[src/rtl/modcount2_pkg.sv]
package modcount2_pkg;
    localparam int DIGIT_W = 4;
    localparam int SEG_W   = 7;

    typedef logic [DIGIT_W-1:0] digit_t;
    typedef logic [SEG_W-1:0]   seg_t;

    typedef enum logic [1:0] {
        ACT_HOLD = 2'd0,
        ACT_STEP = 2'd1,
        ACT_LOAD = 2'd2
    } digit_act_e;

    localparam seg_t SEG_DARK = '1;
endpackage

[src/rtl/mc_digit.sv]
module mc_digit #(
    parameter int                W       = 4,
    parameter logic [W-1:0]      TC_MASK = 4'b0110
) (
    input  logic         clk,
    input  logic         rst,
    input  logic         en,
    output logic [W-1:0] cnt,
    output logic         tc,
    output logic         load_n
);
    import modcount2_pkg::*;

    localparam logic [W-1:0] LOAD_VAL = '0;
    localparam logic [W-1:0] ONE      = W'(1);

    digit_act_e act;

    // terminal count: AND of the bits selected by the mask
    assign tc     = &(cnt | ~TC_MASK);
    assign load_n = ~(tc & en);

    always_comb begin
        if (!en)
            act = ACT_HOLD;
        else if (!load_n)
            act = ACT_LOAD;
        else
            act = ACT_STEP;
    end

    always_ff @(posedge clk) begin
        if (rst) begin
            cnt <= LOAD_VAL;
        end else begin
            unique case (act)
                ACT_HOLD: cnt <= cnt;
                ACT_STEP: cnt <= cnt + ONE;
                ACT_LOAD: cnt <= LOAD_VAL;
                default:  cnt <= LOAD_VAL;
            endcase
        end
    end
endmodule

[src/rtl/mc_seg7.sv]
module mc_seg7 (
    input  modcount2_pkg::digit_t code,
    output modcount2_pkg::seg_t   seg_n
);
    import modcount2_pkg::*;

    always_comb begin
        unique case (code)
            4'd0:    seg_n = 7'h40;
            4'd1:    seg_n = 7'h79;
            4'd2:    seg_n = 7'h24;
            4'd3:    seg_n = 7'h30;
            4'd4:    seg_n = 7'h19;
            4'd5:    seg_n = 7'h12;
            4'd6:    seg_n = 7'h02;
            4'd7:    seg_n = 7'h78;
            4'd8:    seg_n = 7'h00;
            4'd9:    seg_n = 7'h10;
            default: seg_n = SEG_DARK;
        endcase
    end
endmodule

[src/rtl/modcount2_seg.sv]
module modcount2_seg #(
    parameter logic [3:0] LO_TC_MASK = 4'b0110,
    parameter logic [3:0] HI_TC_MASK = 4'b0111
) (
    input  logic       clk,
    input  logic       rst,
    output logic [3:0] lo_cnt,
    output logic [3:0] hi_cnt,
    output logic       lo_load_n,
    output logic       hi_load_n,
    output logic [6:0] lo_seg_n,
    output logic [6:0] hi_seg_n
);
    import modcount2_pkg::*;

    logic lo_tc;
    logic hi_tc;

    mc_digit #(.W(DIGIT_W), .TC_MASK(LO_TC_MASK)) lo_dig_i (
        .clk    (clk),
        .rst    (rst),
        .en     (1'b1),
        .cnt    (lo_cnt),
        .tc     (lo_tc),
        .load_n (lo_load_n)
    );

    // high digit steps on the low digit's terminal cycle, same clock
    mc_digit #(.W(DIGIT_W), .TC_MASK(HI_TC_MASK)) hi_dig_i (
        .clk    (clk),
        .rst    (rst),
        .en     (lo_tc),
        .cnt    (hi_cnt),
        .tc     (hi_tc),
        .load_n (hi_load_n)
    );

    mc_seg7 lo_dec_i (.code(lo_cnt), .seg_n(lo_seg_n));
    mc_seg7 hi_dec_i (.code(hi_cnt), .seg_n(hi_seg_n));

    logic unused_hi_tc;
    assign unused_hi_tc = hi_tc;
endmodule

[config.mk]
export PLATFORM = sky130hd
export DESIGN_NAME = modcount2_seg
export DESIGN_NICKNAME = d
export VERILOG_FILES = /design/src/rtl/modcount2_pkg.sv /design/src/rtl/mc_digit.sv /design/src/rtl/mc_seg7.sv /design/src/rtl/modcount2_seg.sv
export SDC_FILE = /design/constraint.sdc
export NUM_CORES = 1
export LEC_CHECK = 0
export BUFFER_PORTS_ARGS = -buffer_cell sky130_fd_sc_hd__buf_2
export CAP_MARGIN = 20
export CELL_PAD_IN_SITES_DETAIL_PLACEMENT = 1
export CELL_PAD_IN_SITES_GLOBAL_PLACEMENT = 1
export CORE_ASPECT_RATIO = 0.75
export CORE_UTILIZATION = 43
export CTS_CLUSTER_SIZE = 8
export DETAILED_ROUTE_END_ITERATION = 16
export HOLD_SLACK_MARGIN = 0.06
export MAX_ROUTING_LAYER = met4
export PLACE_DENSITY = 0.82
export SLEW_MARGIN = 20
export SYNTH_ARGS = -nofsm -noshare
export SYNTH_HDL_FRONTEND = slang
export SYNTH_SLANG_ARGS = --single-unit
[constraint.sdc]
create_clock -name clk -period 4.5 [get_ports clk]
set_input_delay 0.9 -clock clk [delete_from_list [all_inputs] [get_ports clk]]
set_output_delay 0.9 -clock clk [all_outputs]
set_load 0.02 [all_outputs]
==> out/qor.csv <==
metric,value,unit
clockRootBuffer,clkbuf_4,
grt_pass1_vias,914,
relSlewSlack,56.06,%
synth-compound-area-share,13.49,%
ys_seq_area_share,38.60,%
viasPerCell,5.366,
wl,2.697,mm
comb_power_share,14.1,%
cts_setup_buffers,0,
port_buffers,25,
whs,0.5546,ns
cp_common_cell,ha_1,
htreeDepth,1,
worstHoldEndpoint,lo_dig_i.cnt[0]$_SDFF_PP0_,
cp.required,4.69,ns
p_clk_share,36.1,%
critical_path_class,flop to flop,
period_share,56.48,%
n_fill_cell,300,
synth-xor-area-share,0.7675,%
fmax,393.4,MHz
synth_flop_cell,dfxtp_1,
min_period,2.542,ns
rsz0062_at_grt,no,
swShare,25.71,%
met2WireLength,1.210,mm
synthesis.area,1141,µm²
peakVddDrop,0.1854,mV
cts_buffer_depth,2,
synth_top_family_by_area,simple AND/OR/NAND/NOR gates,
area_growth,16.34,%
clock-sinks,22,
route.met3.wl,97,µm
wirelength_met1,1.366,mm
crit_slowest_cell,dfxtp_1,
die_w,61.49,µm
gp_congestion,0.8650,
overflow,0,
synth-seq-cells,22,
num_vias,939,
clock_latency,0.32,ns
p_int,317.9,µW
top_layer_used,met4,
path_delay_family,compound AO/OA/AOI/OAI gates,
synth_edf_count,0,
grtUsageTotal,22.41,%
synthCells,116,
cp_max_fo,8,
drc,0,
initial_utilization,47.50,%
status,"finished, final reports clean",
row_count,15,
synth.avg_cell_area,9.837,µm²
cpPeakStageDelay,0.49,ns
power_leakage,0.7113,nW
rrSetupSlack,1.96,ns
p_total,427.9,µW
cts_inserted_buffers,3,
path_clk_slew,0.13,ns
cp.arrival,2.73,ns
yosys.area_share.simple,15.79,%
timing.critical_path.to_type,flop,
place_hpwl,1.941,mm
async_flop_share,0,%
drive_gt1_share,24.11,%
timing.setup.tns,0,ns
cap_violations,0,
finish.utilization,55.26,%
hp-start,lo_dig_i.cnt[0]$_SDFF_PP0_,
tightestPinTransition,0.6577,ns
worstReg2RegStart,hi_dig_i.cnt[0]$_SDFFE_PP0N_,
avgRoutedWirePerCell,15.41,µm
synth_cell_type_count,36,
hold_class,flop to flop,
antenna_left,0,
cp_num_buf_inv,1,
cp-start-kind,flop,
switchingPower,110.0,µW
cts_tree,built,
grt_max_degree,16,
num-nets-final,157,
yosys_warnings,0,
drt-pass1-iter-count,4,
slew_violations,0,
num_antenna_cells,0,
hold_depth,1,
power_density,322.3,nW/µm²
drt_iter0_drc,27,
post_cts_resized,0,
seqPwrFrac,49.9,%
instances_no_fill,175,
die-area,2866,µm²
die_h,46.61,µm
grt_antenna_before_repair,0,
syn_nets,131,
core,2402,µm²
worstRegToRegCells,7,
synthAdderAreaFrac,14.25,%
grt_pass1_wl,4.353,mm
dp_cells,171,
hold_buffers,0,
clock_skew,0.01051,ns
r2r_end,hi_dec_i.seg_n[1]$_DFF_P_,
hold_violations,0,
synth.area.mux_share,10.96,%
worstPathCellList,ha_1 > ha_1 > and4b_1 > o21bai_1 > inv_1 > nor2_1 > o22ai_1,
finalSetupViolations,0,
ios,26,
synthesized netlist by cell type (3+ instances only):
| master | n | area share (%) |
|---|---|---|
| dfxtp_1 | 22 | 39 |
| ha_1 | 13 | 14 |
| mux2i_1 | 11 | 9.6 |
| inv_1 | 8 | 2.6 |
| nand2_1 | 6 | 2.0 |
| nor2_1 | 5 | 1.6 |
| o21ai_0 | 5 | 2.2 |
| a21oi_1 | 4 | 1.8 |
| nor3_1 | 4 | 1.8 |
| and2_1 | 3 | 1.6 |
| o21bai_1 | 3 | 2.0 |
logic make-up after synthesis:
kind of cell    after synthesis
xor+xnor                      1
mux                          12
buf+inv                      13
simple gates                 32
fa+ha+maj                    13
compound gates               23
flops                        22
worst max path at each step:
stage	end	cells past startpoint	slack, ns	startpoint
after floorplan	lo_dec_i.seg_n[5]$_DFF_P_	5	2.31	rst
after global placement	lo_dec_i.seg_n[4]$_DFF_P_	7	2.13	rst
after detailed placement	lo_dec_i.seg_n[5]$_DFF_P_	5	2.04	rst
after CTS	hi_dec_i.seg_n[5]$_DFF_P_	7	2.00	hi_dig_i.cnt[0]$_SDFFE_PP0N_
after global routing	hi_dec_i.seg_n[5]$_DFF_P_	7	1.73	hi_dig_i.cnt[0]$_SDFFE_PP0N_
final	hi_dec_i.seg_n[1]$_DFF_P_	7	1.96	hi_dig_i.cnt[0]$_SDFFE_PP0N_
stage by stage:
stage | worst slack, ns | cell area, µm²
after floorplan | 2.308 | 1141
after global placement | 2.132 | 1275
after detailed placement | 2.044 | 1275
after CTS | 1.996 | 1328
after global routing | 1.733 | 1328
final | 1.958 | 1328
area by class of cell:
class	count	area (µm²)	share of cell area (%)
Sequential cell	22	440.4	33.18
Timing Repair Buffer	25	125.1	9.425
Clock inverter	1	30.03	2.262
Multi-Input combinational cell	81	630.6	47.50
Tap cell	34	42.54	3.205
Clock buffer	3	22.52	1.697
Inverter	9	36.28	2.733
placed cells by master, fill, tap and decap left out, types with 4 or more instances in the layout:
cell type / n
mux2i_1: 11
buf_2: 25
o21ai_0: 5
nor2_1: 5
nor3_1: 4
ha_1: 13
a21oi_1: 4
inv_1: 8
dfxtp_1: 22
nand2_1: 6
power groups by stage:
stage / clock, mW / combinational [mW] / sequential, mW
5_1_grt: 0.166 / 0.0672 / 0.216
3_3_place_gp: 0 / 0.0583 / 0.217
6_report: 0.154 / 0.0602 / 0.213
2_1_floorplan: 0 / 0.0280 / 0.230
4_1_cts: 0.157 / 0.0606 / 0.214
3_5_place_dp: 0 / 0.0598 / 0.218
sequential cells by signal, summed over array words and instances, names as in the netlist:
register,count
hi_dec_i.seg_n,7
hi_dig_i.cnt,4
lo_dec_i.seg_n,7
lo_dig_i.cnt,4
worst reg2reg max path, delay by kind of cell, from the launching register on:
kind	cells	cell delay, ns
AND/OR/NAND/NOR	2	0.61
buffers and inverters	1	0.21
adder cells (fa/ha/maj)	2	0.48
flip-flops	1	0.49
AO/OA/AOI/OAI	2	0.63
routing by layer:
layer	up-vias	global-route usage, %
li1	455	-
met5	-	-
met1	456	29.53
met3	5	6.742
met2	23	33.55
met4	0	5.333
No activity file was read; power rests on OpenSTA's default activity.
